<file path="config.mk">
export PLATFORM = sky130hd
export DESIGN_NAME = dbg_bus_bridge
export DESIGN_NICKNAME = d
export VERILOG_FILES = /design/src/rtl/dbgb_pkg.sv /design/src/rtl/dbgb_addr_decode.sv /design/src/rtl/dbgb_count_timer.sv /design/src/rtl/dbgb_bus_port.sv /design/src/rtl/dbg_bus_bridge.sv
export SDC_FILE = /design/constraint.sdc
export NUM_CORES = 1
export LEC_CHECK = 0
export BUFFER_PORTS_ARGS = -buffer_cell sky130_fd_sc_hd__buf_2
export CORE_ASPECT_RATIO = 1.25
export CORE_UTILIZATION = 50
export CTS_CLUSTER_SIZE = 10
export DETAILED_ROUTE_END_ITERATION = 7
export GPL_ROUTABILITY_DRIVEN = 0
export PLACE_DENSITY = 0.75
export REMOVE_ABC_BUFFERS = 1
export SLEW_MARGIN = 20
export SYNTH_ARGS = -nofsm -noshare
export SYNTH_HDL_FRONTEND = slang
export SYNTH_SLANG_ARGS = --single-unit
</file>
<file path="constraint.sdc">
create_clock -name clk -period 2.8 [get_ports clk]
set_input_delay 0.28 -clock clk [delete_from_list [all_inputs] [get_ports clk]]
set_output_delay 0.28 -clock clk [all_outputs]
set_load 0.03 [all_outputs]
</file>
<file path="src/rtl/dbgb_pkg.sv">
package dbgb_pkg;
  localparam int INSTR_W = 4;

  localparam logic [INSTR_W-1:0] OP_SIZED  = 4'h1;
  localparam logic [INSTR_W-1:0] OP_WORD   = 4'h2;
  localparam logic [INSTR_W-1:0] OP_REGWIN = 4'h3;
  localparam logic [INSTR_W-1:0] OP_STREAM = 4'h4;
  localparam logic [INSTR_W-1:0] OP_CANCEL = 4'h5;
  localparam logic [INSTR_W-1:0] OP_COUNT  = 4'h6;

  typedef enum logic [1:0] {
    SZ_BYTE = 2'd0,
    SZ_HALF = 2'd1,
    SZ_WORD = 2'd2
  } size_e;

  typedef enum logic {
    PH_ADDR = 1'b0,
    PH_DATA = 1'b1
  } phase_e;

  function automatic logic [2:0] size_bytes(input logic [1:0] sz);
    case (sz)
      SZ_BYTE: size_bytes = 3'd1;
      SZ_HALF: size_bytes = 3'd2;
      default: size_bytes = 3'd4;
    endcase
  endfunction
endpackage

</file>
<file path="src/rtl/dbgb_addr_decode.sv">
module dbgb_addr_decode
  import dbgb_pkg::*;
#(
  parameter int ADDR_W = 36,
  parameter int IDX_W  = 7,
  parameter logic [ADDR_W-1:0] REG_BASE = 36'hF_FFFF_FE00
) (
  input  logic [INSTR_W-1:0] instr,
  input  logic [ADDR_W+2:0]  scan_in,
  output logic               is_access,
  output logic               rd_flag,
  output logic [1:0]         size,
  output logic [ADDR_W-1:0]  addr
);
  logic [IDX_W-1:0]  idx;
  logic [ADDR_W-1:0] win_addr;

  assign idx      = scan_in[IDX_W:1];
  assign win_addr = REG_BASE + (ADDR_W'(idx) << 2);
  assign rd_flag  = scan_in[0];

  always_comb begin
    is_access = 1'b0;
    size      = scan_in[2:1];
    addr      = scan_in[ADDR_W+2:3];
    case (instr)
      OP_SIZED: is_access = 1'b1;
      OP_WORD: begin
        is_access = 1'b1;
        size      = SZ_WORD;
      end
      OP_REGWIN: begin
        is_access = 1'b1;
        size      = SZ_WORD;
        addr      = win_addr;
      end
      default: is_access = 1'b0;
    endcase
  end
endmodule

</file>
<file path="src/rtl/dbgb_count_timer.sv">
module dbgb_count_timer #(
  parameter int CNT_W = 16
) (
  input  logic             clk,
  input  logic             rst_n,
  input  logic             load,
  input  logic             clear,
  input  logic [CNT_W-1:0] load_val,
  output logic             done
);
  logic             run_q, run_n;
  logic [CNT_W-1:0] cnt_q, cnt_n;

  assign done = run_q && (cnt_q == '0) && !clear;

  always_comb begin
    run_n = run_q;
    cnt_n = cnt_q;
    if (clear) begin
      run_n = 1'b0;
      cnt_n = '0;
    end else if (load) begin
      run_n = 1'b1;
      cnt_n = load_val;
    end else if (run_q) begin
      if (cnt_q == '0) run_n = 1'b0;
      else             cnt_n = cnt_q - 1'b1;
    end
  end

  always_ff @(posedge clk or negedge rst_n) begin
    if (!rst_n) begin
      run_q <= 1'b0;
      cnt_q <= '0;
    end else begin
      run_q <= run_n;
      cnt_q <= cnt_n;
    end
  end
endmodule

</file>
<file path="src/rtl/dbgb_bus_port.sv">
module dbgb_bus_port #(
  parameter int DATA_W = 32
) (
  input  logic              clk,
  input  logic              rst_n,
  input  logic              start,
  input  logic              cancel,
  input  logic              is_write,
  input  logic              bus_ack,
  input  logic [DATA_W-1:0] bus_rdata,
  output logic              bus_req,
  output logic              done,
  output logic [DATA_W-1:0] rdata
);
  logic              req_q, req_n;
  logic [DATA_W-1:0] rdata_q, rdata_n;

  assign bus_req = req_q && !cancel;
  assign done    = req_q && bus_ack && !cancel;
  assign rdata   = rdata_q;

  always_comb begin
    req_n   = req_q;
    rdata_n = rdata_q;
    if (cancel)     req_n = 1'b0;
    else if (start) req_n = 1'b1;
    else if (done)  req_n = 1'b0;
    if (done && !is_write) rdata_n = bus_rdata;
  end

  always_ff @(posedge clk or negedge rst_n) begin
    if (!rst_n) begin
      req_q   <= 1'b0;
      rdata_q <= '0;
    end else begin
      req_q   <= req_n;
      rdata_q <= rdata_n;
    end
  end
endmodule

</file>
<file path="src/rtl/dbg_bus_bridge.sv">
module dbg_bus_bridge
  import dbgb_pkg::*;
#(
  parameter int ADDR_W = 36,
  parameter int DATA_W = 32,
  parameter int IDX_W  = 7,
  parameter int CNT_W  = 16,
  parameter logic [ADDR_W-1:0] REG_BASE = 36'hF_FFFF_FE00,
  localparam int SCAN_W = ADDR_W + 3
) (
  input  logic               clk,
  input  logic               rst_n,
  input  logic               ir_update,
  input  logic               dr_capture,
  input  logic               dr_update,
  input  logic [INSTR_W-1:0] instr,
  input  logic [SCAN_W-1:0]  scan_in,
  output logic [DATA_W:0]    scan_out,
  output logic               bus_req,
  output logic [ADDR_W-1:0]  bus_addr,
  output logic [1:0]         bus_size,
  output logic               bus_write,
  output logic [DATA_W-1:0]  bus_wdata,
  input  logic               bus_ack,
  input  logic [DATA_W-1:0]  bus_rdata
);
  // registered state
  phase_e            phase_q, phase_n;
  logic              busy_q, busy_n;
  logic [ADDR_W-1:0] addr_q, addr_n;
  logic [1:0]        size_q, size_n;
  logic              wr_q, wr_n;
  logic [DATA_W-1:0] wdata_q, wdata_n;
  logic              rd_seen_q, rd_seen_n;
  logic [DATA_W:0]   cap_q, cap_n;

  // control strobes
  logic              cancel;
  logic              start;
  logic              cnt_load;
  logic              bus_done;
  logic              cnt_done;
  logic [DATA_W-1:0] rd_data;
  logic [ADDR_W-1:0] step_addr;

  // decoded address scan
  logic              dec_access;
  logic              dec_rd;
  logic [1:0]        dec_size;
  logic [ADDR_W-1:0] dec_addr;

  assign cancel    = ir_update && (instr == OP_CANCEL);
  assign step_addr = addr_q + ADDR_W'(size_bytes(size_q));

  dbgb_addr_decode #(
    .ADDR_W  (ADDR_W),
    .IDX_W   (IDX_W),
    .REG_BASE(REG_BASE)
  ) u_decode (
    .instr    (instr),
    .scan_in  (scan_in),
    .is_access(dec_access),
    .rd_flag  (dec_rd),
    .size     (dec_size),
    .addr     (dec_addr)
  );

  dbgb_count_timer #(
    .CNT_W(CNT_W)
  ) u_timer (
    .clk     (clk),
    .rst_n   (rst_n),
    .load    (cnt_load),
    .clear   (cancel),
    .load_val(scan_in[CNT_W-1:0]),
    .done    (cnt_done)
  );

  dbgb_bus_port #(
    .DATA_W(DATA_W)
  ) u_port (
    .clk      (clk),
    .rst_n    (rst_n),
    .start    (start),
    .cancel   (cancel),
    .is_write (wr_q),
    .bus_ack  (bus_ack),
    .bus_rdata(bus_rdata),
    .bus_req  (bus_req),
    .done     (bus_done),
    .rdata    (rd_data)
  );

  always_comb begin
    phase_n   = phase_q;
    busy_n    = busy_q;
    addr_n    = addr_q;
    size_n    = size_q;
    wr_n      = wr_q;
    wdata_n   = wdata_q;
    rd_seen_n = rd_seen_q;
    start     = 1'b0;
    cnt_load  = 1'b0;
    cap_n     = dr_capture ? {rd_data, busy_q} : cap_q;

    if (cancel) begin
      busy_n  = 1'b0;
      phase_n = PH_ADDR;
    end else begin
      if (bus_done || cnt_done) busy_n = 1'b0;

      if (ir_update && !busy_q) begin
        phase_n = PH_ADDR;
        if (instr == OP_STREAM && !wr_q && rd_seen_q) begin
          addr_n    = step_addr;
          start     = 1'b1;
          busy_n    = 1'b1;
          rd_seen_n = 1'b0;
        end
      end

      if (dr_update && !busy_q) begin
        if (dec_access && phase_q == PH_ADDR) begin
          addr_n  = dec_addr;
          size_n  = dec_size;
          wr_n    = !dec_rd;
          phase_n = PH_DATA;
          if (dec_rd) begin
            start     = 1'b1;
            busy_n    = 1'b1;
            rd_seen_n = 1'b0;
          end
        end else if (dec_access) begin
          phase_n = PH_ADDR;
          if (wr_q) begin
            wdata_n = scan_in[DATA_W-1:0];
            start   = 1'b1;
            busy_n  = 1'b1;
          end else begin
            rd_seen_n = 1'b1;
          end
        end else if (instr == OP_STREAM) begin
          addr_n    = step_addr;
          start     = 1'b1;
          busy_n    = 1'b1;
          rd_seen_n = 1'b0;
          if (wr_q) wdata_n = scan_in[DATA_W-1:0];
        end else if (instr == OP_COUNT) begin
          cnt_load = 1'b1;
          busy_n   = 1'b1;
        end
      end
    end
  end

  always_ff @(posedge clk or negedge rst_n) begin
    if (!rst_n) begin
      phase_q   <= PH_ADDR;
      busy_q    <= 1'b0;
      addr_q    <= '0;
      size_q    <= SZ_BYTE;
      wr_q      <= 1'b0;
      wdata_q   <= '0;
      rd_seen_q <= 1'b0;
      cap_q     <= '0;
    end else begin
      phase_q   <= phase_n;
      busy_q    <= busy_n;
      addr_q    <= addr_n;
      size_q    <= size_n;
      wr_q      <= wr_n;
      wdata_q   <= wdata_n;
      rd_seen_q <= rd_seen_n;
      cap_q     <= cap_n;
    end
  end

  assign scan_out  = cap_q;
  assign bus_addr  = addr_q;
  assign bus_size  = size_q;
  assign bus_write = wr_q;
  assign bus_wdata = wdata_q;
endmodule

</file>
Yosys cells after proc, flatten, opt, wreduce, memory -nomap -nowiden
Index checks and enable logic that the tools add are counted.
{ "word_totals": {"in_bits": 81, "out_inout_bits": 105, "register_bits": 157} }
{ "classes": {"n_reduce_logical": 27, "eq_ne": 8, "muxes": 63, "bitwise": 3, "addsub": 3} }
{ "ops": {"columns": ["cell", "count"], "rows": [
  ["$mux W36", 7],
  ["$mux W32", 3],
  ["$mux W16", 4],
  ["$mux W1", 47],
  ["$add A36 B3 Y36", 1],
  ["$logic_not A16 Y1", 1],
  ["$sub A16 B1 Y16 const B", 1],
  ["$eq A4 B3 Y1 const B", 3],
  ["$logic_and A1 B1 Y1", 12],
  ["$add A10 B10 Y11 const A", 1],
  ["$eq A4 B2 Y1 const B", 2],
  ["$pmux W3 S2", 1],
  ["$reduce_bool A3 Y1", 2],
  ["$eq A4 B1 Y1 const B", 1],
  ["$logic_not A1 Y1", 4],
  ["$reduce_and A4 Y1", 1],
  ["$ne A3 B2 Y1 const B", 1],
  ["$not A1 Y1", 3],
  ["$reduce_and A3 Y1", 1],
  ["$reduce_or A3 Y1", 1],
  ["$eq A2 B1 Y1 const B", 1],
  ["$logic_not A2 Y1", 1],
  ["$mux W2", 1],
  ["$reduce_and A2 Y1", 1],
  ["3 further kinds", 3]
]} }

Logic depth before layout (Yosys ltp)
Gate-level depths: netlist of the first run.
{ "logic_depth": {"ltp_word": 14, "mapped_depth": 10} }

Hierarchy
From an unflattened synthesis of the first run, not the netlist that was laid out.
{ "hier_totals": {"hier_cells": 830, "area_unflattened_um2": 8733.4} }
{ "by_module_without_submodules": {"columns": ["mod", "cells_each", "n_inst", "area_each_um2", "seq_area_each_um2"], "rows": [
  ["dbg_bus_bridge", 571, 1, 5763.0, 2677.6],
  ["dbgb_bus_port", 75, 1, 1412.6, 825.8],
  ["dbgb_count_timer", 138, 1, 1214.9, 425.4],
  ["dbgb_addr_decode", 46, 1, 342.8, 0.0]
]} }

Least setup slack after synthesis of the first run
Ideal clock, no wire load.
{ "synth_path": {"path_kind": "reg2reg", "start": "register size_q[0], in the netlist bus_size[0]", "end": "register addr_q[34], in the netlist bus_addr[34]", "setup_slack_ns": 0.227, "n_path_buf": 0, "arrival_ns": 2.492, "path_stages_with_launch": 11, "period_less_slack_ns": 2.573, "cell_sequence": "dfrtp_1 nor2_1 ha_1 inv_1 fa_1 nor2b_1 o21ai_2 nor3_4 nand4_1 or3_1 a31oi_1"} }
{ "synth_between": {"elab_chain_len": 9, "word_cells_on_any_way": 10} }
{ "synth_lines": {"columns": ["element", "line", "rtl"], "rows": [
  ["from (decl)", "dbg_bus_bridge.sv:31", "logic [1:0] size_q, size_n;"],
  ["from (signal assigned)", "dbg_bus_bridge.sv:170", "size_q <= size_n;"],
  ["$eq A2 B1 Y1 / $logic_not A2 Y1 (equally long branches)", "dbgb_pkg.sv:23", "case (sz)"],
  ["$pmux W3 S2 (*)", "dbgb_pkg.sv:23", null],
  ["$add A36 B3 Y36 (*)", "dbg_bus_bridge.sv:53", "assign step_addr = addr_q + ADDR_W'(size_bytes(size_q));"],
  ["$mux W36", "dbg_bus_bridge.sv:114", "if (instr == OP_STREAM && !wr_q && rd_seen_q) begin"],
  ["$mux W36", "dbg_bus_bridge.sv:112", "if (ir_update && !busy_q) begin"],
  ["$mux W36", "dbg_bus_bridge.sv:142", "end else if (instr == OP_STREAM) begin"],
  ["$mux W36", "dbg_bus_bridge.sv:133", "end else if (dec_access) begin"],
  ["$mux W36", "dbg_bus_bridge.sv:123", "if (dec_access && phase_q == PH_ADDR) begin"],
  ["$mux W36 (*)", "dbg_bus_bridge.sv:122", "if (dr_update && !busy_q) begin"],
  ["to (signal assigned)", "dbg_bus_bridge.sv:169", "addr_q <= addr_n;"],
  ["to (decl)", "dbg_bus_bridge.sv:30", "logic [ADDR_W-1:0] addr_q, addr_n;"]
]} }
Mark *: on every way between the ends. The rest lies on a longest branch, timed or not.
A chain may end at the register's enable or synchronous reset.

Worst setup path after layout of the first run
{ "layout_path": {"start": "register size_q[1], in the netlist bus_size[1]", "end": "register addr_q[16], in the netlist bus_addr[16]"} }
Same word-level chain as after synthesis.

==> summary.txt, run 1 <==
Outcome
  • Status: complete, no violations

Clocking
  • Worst skew pair latency: approximately 0.43 ns
  • Max H-tree Level: 4
  • CTS-repair resized insts: 0
  • Worst-path clk slew: 0.07 ns
  • CTS tree: built
  • Largest buffer count on any clock path: 2
  • Clock Tree Root: clkbuf_16
  • Clock sinks: ~160
  • CTS Buf Count: 17

Logic synthesis
  • YS warnings: 0
  • Largest cells by area after synthesis: dfrtp_1 (48%), mux2_2 (9.3%), mux2_4 (5.5%)
  • Unique masters post-synth: 74
  • Top cell type by total area after synthesis: dfrtp_1
  • Sequential fraction of the synthesis area: 47.9%
  • Cells after Synth: about 770
  • Ys flop type: dfrtp_1
  • EDFF count, synth: 0
  • Syn avg cell area: between 10 and 15 sq um
  • Mux share of post-synthesis cell area: between 15 and 20%
  • Largest family of logic cells by synthesized area: multiplexers
  • Synth Area in Compound Gates: around 15%
  • XOR/XNOR share of the synthesized area: 2.13%
  • Post-synthesis adder-cell area fraction: ~1.1%
  • Share of the synthesized area in the top cell type: 47.9%
  • Simple-gate area share of the yosys netlist: 15.0%
  • Mapped Area: around 0.008 sq mm
  • #FFs+latches synth: ~160
  • FFs w/ async S/R, synth: 100%

Global route
  • Met1 Track Usage GR: 35.4%
  • GRT met2 Usage: around 46%
  • Gr usage total: 28.2%
  • Vias in the first global route: 6757
  • Met3 usage: roughly 6.1%
  • Grt total ovfl: 0
  • Largest net degree at the start of global routing: 79
  • Antenna violations before repair: 0
  • Most used routing layer: met2
  • First-pass GRT wire length: about 36000 um

Power and ir drop
  • Internal power: 6.37 mW
  • Cell Pwr Density: about 1100 mW/mm^2
  • Sw frac: 42.4%
  • Design Power: roughly 11 mW
  • Max VDD drop: 0.000531 V
  • Leak Pwr: between 4 and 5 nW
  • Comb pwr share: roughly 40%
  • Flop pwr share: 37.8%
  • Clk network pwr share: 21.9%
  • Net Sw Power: between 4 and 5 mW

Timing
  • Final Skew: between 0.01 and 0.015 ns
  • Max-slew violation count: 0
  • Final Hold Viols: 0
  • Rel. slew slack: 41.8%
  • RSZ-0062 raised after global routing: false
  • Fmax achieved: 389 MHz
  • Final setup violation count: 0
  • Worst Tran Pin Value: between 0.8 and 0.9 ns
  • Setup_tns: 0 ns
  • Tcrit/Tclk final: between 90% and 100%
  • Final Critical Period: around 2.6 ns
  • Hold slack final: between 0.07 and 0.08 ns

Drt
  • Routed wire length: between 20000 and 25000 um
  • Wire length per cell: approximately 20 um
  • Drc violations: 0
  • Routed vias/inst: between 5 and 6
  • TritonRoute pass-1 iters: 6
  • Via count: a little over 7000
  • First DRT Iteration DRCs: between 600 and 700
  • Antenna viol nets, final: 0

Setup path
  • Crit path buf inv count: 2
  • Max incr delay on CP: roughly 0.42 ns
  • Critical Path Stages: 11
  • Slowest CP cell: dfrtp_1
  • Crit-path cells: nor2_1, ha_1, inv_1, fa_1, nor2b_1, buf_4, o2111ai_1, nor3_1, xor2_1, o221ai_1, o21ai_0
  • Critical Path Fanout Max: 7
  • Setup crit start kind: register
  • Critical Path RT: between 3 and 4 ns
  • CP Capture Type: register
  • Crit path DAT: between 2 and 3 ns
  • Crit Path Category: reg -> reg
  • Crit-path leading delay family: simple AND/OR/NAND/NOR gates
  • Worst R2R Path Depth: 11

Die
  • IO Pins: around 190
  • Initial core utilization: between 50% and 60%
  • Area of the core: ~0.016 sq mm
  • Row cnt: 52
  • Chip height: around 150 um
  • DIE AREA: around 0.017 sq mm
  • Chip width: 117 um

Final layout
  • Area growth from synthesis to layout: 22.4%
  • Diode count: 0
  • Layout Utilization: between 60% and 70%
  • Commonest non-fill, non-tap cell in the layout: buf_2
  • Final #Nets: 1046
  • Layout cell share with drive strength beyond 1: roughly 37%
  • # fillers: roughly 1300
  • Most frequent cells in the layout: buf_2 (184), dfrtp_1 (157), mux2_2 (68)

Placed design
  • HPWL after detailed placement: between 15000 and 20000 um
  • Input/output buffers: about 190

Min path
  • Cell depth of the worst hold path: 2
  • Worst Hold Class: in -> reg

Run
  • Max_cap viols: 0
[area by class of cell]
cell class | count | area [sq um] | area share (%)
sequential | 157 | 3930 | 39.1
timing repair buffer | 212 | 1150 | 11.5
inverter | 12 | 45.0 | 0.449
tap | 216 | 270 | 2.69
clock inverter | 15 | 195 | 1.94
multi-input combinational | 559 | 4030 | 40.1
clock buffer | 17 | 425 | 4.24
[what timing repair did]
action                                  in CTS  in global routing
hold endpoints to repair                    75                  0
endpoints found under the setup margin       0                  1
hold buffers                                 1                  0
buffers inserted                             0                  0
[cells by family after synthesis]
| logic type | Yosys count |
|---|---|
| AND/OR/NAND/NOR | 234 |
| AO/OA/AOI/OAI | 194 |
| flip-flops | 157 |
| multiplexers | 104 |
| buffers and inverters | 53 |
| XOR/XNOR | 20 |
| adder cells (fa/ha/maj) | 7 |
[sequential cells by signal, indices dropped and copies added, names as in the netlist]
signal / flops
u_port.rdata: 32
u_timer.cnt_q: 16
scan_out: 33
u_timer.run_q: 1
busy_q: 1
bus_write: 1
phase_q: 1
u_port.req_q: 1
bus_wdata: 32
bus_addr: 36
bus_size: 2
rd_seen_q: 1
[power by group through the flow]
stage,Combinational [mW],Sequential [mW],Clock [mW]
global route,4.77,4.35,2.56
detailed placement,4.46,4.18,0
global placement,4.38,4.13,0
floorplan,1.79,5.35,0
finish,4.45,4.18,2.43
CTS,4.48,4.16,2.47
[worst register-to-register path: cells and delay by family, from the launching register on]
family / cells / cell delay [ns]
compound gates: 3 / 0.54
simple gates: 3 / 0.61
flops: 1 / 0.42
fa+ha+maj: 2 / 0.57
buf+inv: 2 / 0.22
xor+xnor: 1 / 0.10
[cells in the mapped netlist, types with 5 or more instances]
library cell,number
dfrtp_1,157
mux2_2,68
nand2_1,67
o21ai_0,52
nor2_1,43
a21oi_1,38
mux2_4,30
clkbuf_1,22
nor3_1,21
nand3_1,18
nand4_1,17
buf_2,14
o211ai_1,14
and3_1,12
inv_1,12
o22ai_1,12
a31oi_1,11
xnor2_1,11
o31ai_1,10
xor2_1,9
nand2b_1,7
or3_1,7
mux2i_1,6
nor2b_1,6
nor4_1,6
a21o_1,5
and2_1,5
buf_6,5
ha_1,5
or4_1,5
[per-layer routing]
metal | routed length, um | share of wire (%)
met5 | 0 | 0
met4 | 808 | 3.5
met3 | 1940 | 8.3
met2 | 11300 | 48
met1 | 9250 | 40
[per-stage QoR]
step / cell area (sq um) / worst slack, ns / std cells
2_1_floorplan: 8000 / -0.277 / 728
3_3_place_gp: 9410 / 0.276 / 1155
3_5_place_dp: 9410 / 0.215 / 1155
4_1_cts: 10000 / 0.182 / 1188
5_1_grt: 10000 / 0.0353 / 1188
6_report: 10000 / 0.230 / 1188
[path summary, 6_finish.rpt]
path,start,slack [ns],endpoint
max,bus_size[1]$_DFFE_PN0P_,0.23,bus_addr[16]$_DFFE_PN0P_
min,bus_rdata[10],0.08,u_port.rdata[10]$_DFFE_PN0P_
max reg2reg,bus_size[1]$_DFFE_PN0P_,0.23,bus_addr[16]$_DFFE_PN0P_
min reg2reg,scan_out[28]$_DFFE_PN0P_,0.50,scan_out[28]$_DFFE_PN0P_
max in group asynchronous,rst_n,1.59,bus_wdata[17]$_DFFE_PN0P_
min in group asynchronous,rst_n,0.45,u_port.rdata[20]$_DFFE_PN0P_
Power figures use the tool's default switching activity.
==> inputs of run 2 (changes only) <==
CORE_MARGIN = 3   (was unset)
==> summary.txt, run 2 (synthesized netlist as in run 1, its figures left out) <==
Final layout
  • Diode count: 0
  • Area growth from synthesis to layout: 22.2%
  • Max reg flops: 36
  • Commonest non-fill, non-tap cell in the layout: buf_2
  • Layout cell share with drive strength beyond 1: ~37%
  • Most frequent cells in the layout: buf_2 (184), dfrtp_1 (157), mux2_2 (68)
  • # fillers: roughly 1300
  • Layout Utilization: 63.4%
  • Final #Nets: approximately 1000

Power and ir drop
  • Leak Pwr: roughly 4.6 nW
  • Cell Pwr Density: 1090 mW/mm^2
  • Max VDD drop: 0.000682 V

Die
  • Chip height: 149 um
  • Area of the core: between 0.015 and 0.02 sq mm
  • Chip width: between 100 and 150 um
  • Row cnt: a little over 50
  • IO Pins: 186
  • Initial core utilization: about half
  • DIE AREA: 0.0180 sq mm

Clocking
  • Worst-path clk slew: roughly 0.070 ns
  • CTS Buf Count: 17
  • Max H-tree Level: 4
  • CTS-repair resized insts: 0
  • Worst skew pair latency: around 0.43 ns
  • Clock Tree Root: clkbuf_16
  • Clock sinks: about 160
  • Postcts setup bufs: 0
  • Largest buffer count on any clock path: 2
  • CTS tree: built

Drt
  • Routed wire length: around 23000 um
  • TritonRoute pass-1 iters: 5
  • Antenna viol nets, final: 0
  • Drc violations: 0
  • Routed vias/inst: about 6.0
  • Wire length per cell: just under 20 um
  • Via count: about 7100
  • First DRT Iteration DRCs: just over 500

Setup path
  • Crit-path leading delay family: simple AND/OR/NAND/NOR gates
  • Crit-path cells: nor2_1, ha_1, inv_1, fa_1, nor2b_1, o21ai_2, nor3_4, nand4_1, or3_1, a31oi_1
  • Critical Path RT: ~3.2 ns
  • Setup crit start kind: register
  • Slowest CP cell: dfrtp_1
  • Crit path buf inv count: 1
  • Critical Path Fanout Max: 9
  • R2r setup slk: about 0.18 ns
  • FF-to-FF End: bus_addr[34]$_DFFE_PN0P_
  • Worst r2r src: bus_size[1]$_DFFE_PN0P_
  • Crit path DAT: between 2 and 3 ns
  • CP Capture Type: register
  • Crit Path Category: reg -> reg
  • Worst R2R Path Depth: 10
  • Max incr delay on CP: 0.43 ns

Placed design
  • Input/output buffers: between 150 and 200
  • Place WS: around 0.14 ns
  • HPWL after detailed placement: between 15000 and 20000 um

Timing
  • Final WS setup: between 0.15 and 0.2 ns
  • Rel. slew slack: 37.6%
  • Final setup violation count: 0
  • Final Critical Period: about 2.6 ns
  • Fmax achieved: about 380 MHz
  • Final Skew: around 0.010 ns
  • Tcrit/Tclk final: roughly 94%
  • Worst Tran Pin Value: around 0.93 ns
  • Final Hold Viols: 0
  • Max-slew violation count: 0
  • RSZ-0062 raised after global routing: false

Outcome
  • Status: complete, no violations

Min path
  • Hold Path End: u_port.rdata[29]$_DFFE_PN0P_
  • Worst Hold Class: in -> reg
  • Hold Crit Start: bus_rdata[29]
  • Cell depth of the worst hold path: 2

Run
  • Max_cap viols: 0

Global route
  • First-pass GRT wire length: roughly 37000 um
  • Vias in the first global route: 7090
  • Gr usage total: a little over a quarter
  • Largest net degree at the start of global routing: 67
  • Antenna violations before repair: 0
  • Grt total ovfl: 0
[run 2: changes by cell type in the layout (fill, tap and decap cells not counted), sizes merged]
cell,before,now
clkinvlp,1,4
inv,20,17
buf,211,213
clkinv,4,3
[run 2: cell type report]
type / instances / area [sq um] / area share (%)
clock buffers: 17 / 425 / 4.24
clock inverters: 14 / 159 / 1.58
inverters: 12 / 45.0 / 0.449
multi-input cells: 559 / 4030 / 40.1
flip-flops and latches: 157 / 3930 / 39.2
well taps: 212 / 265 / 2.65
repair buffers: 214 / 1180 / 11.7
[run 2: through the flow]
stage          power, mW  hold WS (ns)  instance area (sq um)  TNS (ns)  std cells
3_5_place_dp        8.67         0.300                   9430         0       1153
2_1_floorplan       7.14       -0.0156                   8000     -8.85        728
4_1_cts             11.0        0.0673                  10000         0       1185
5_1_grt             11.6        0.0753                  10000         0       1185
6_report            11.0        0.0820                  10000         0       1185
3_3_place_gp        8.55         0.302                   9430         0       1153
[run 2: how the worst max path moves through the flow]
stage | from | to | slack [ns] | cells past startpoint
global route | bus_size[1]$_DFFE_PN0P_ | bus_addr[34]$_DFFE_PN0P_ | 0.03 | 10
global placement | bus_size[1]$_DFFE_PN0P_ | bus_addr[34]$_DFFE_PN0P_ | 0.28 | 10
CTS | bus_size[1]$_DFFE_PN0P_ | bus_addr[34]$_DFFE_PN0P_ | 0.15 | 10
detailed placement | bus_size[1]$_DFFE_PN0P_ | bus_addr[34]$_DFFE_PN0P_ | 0.14 | 10
finish | bus_size[1]$_DFFE_PN0P_ | bus_addr[34]$_DFFE_PN0P_ | 0.18 | 10
floorplan | instr[2] | u_port.rdata[0]$_DFFE_PN0P_ | -0.28 | 6
[run 2: report_power, final]
group          switching, mW  internal (mW)  total, mW
clock                  0.989           1.32       2.31
combinational           2.74           1.73       4.48
sequential             0.895           3.28       4.18
[run 2: layer usage]
layer  global-route usage (%)  vias up  routed length, um
li1                         -     3258                  -
met2                     43.3      369              11300
met1                     33.5     3444               9290
met3                     4.89       76               1770
met4                     13.4        0               1080
met5                        0        -                  0
[run 2: timing repair]
item,in CTS,in global routing
endpoints found under the hold margin,62,0
hold buffers,1,0
setup endpoints to repair,0,1
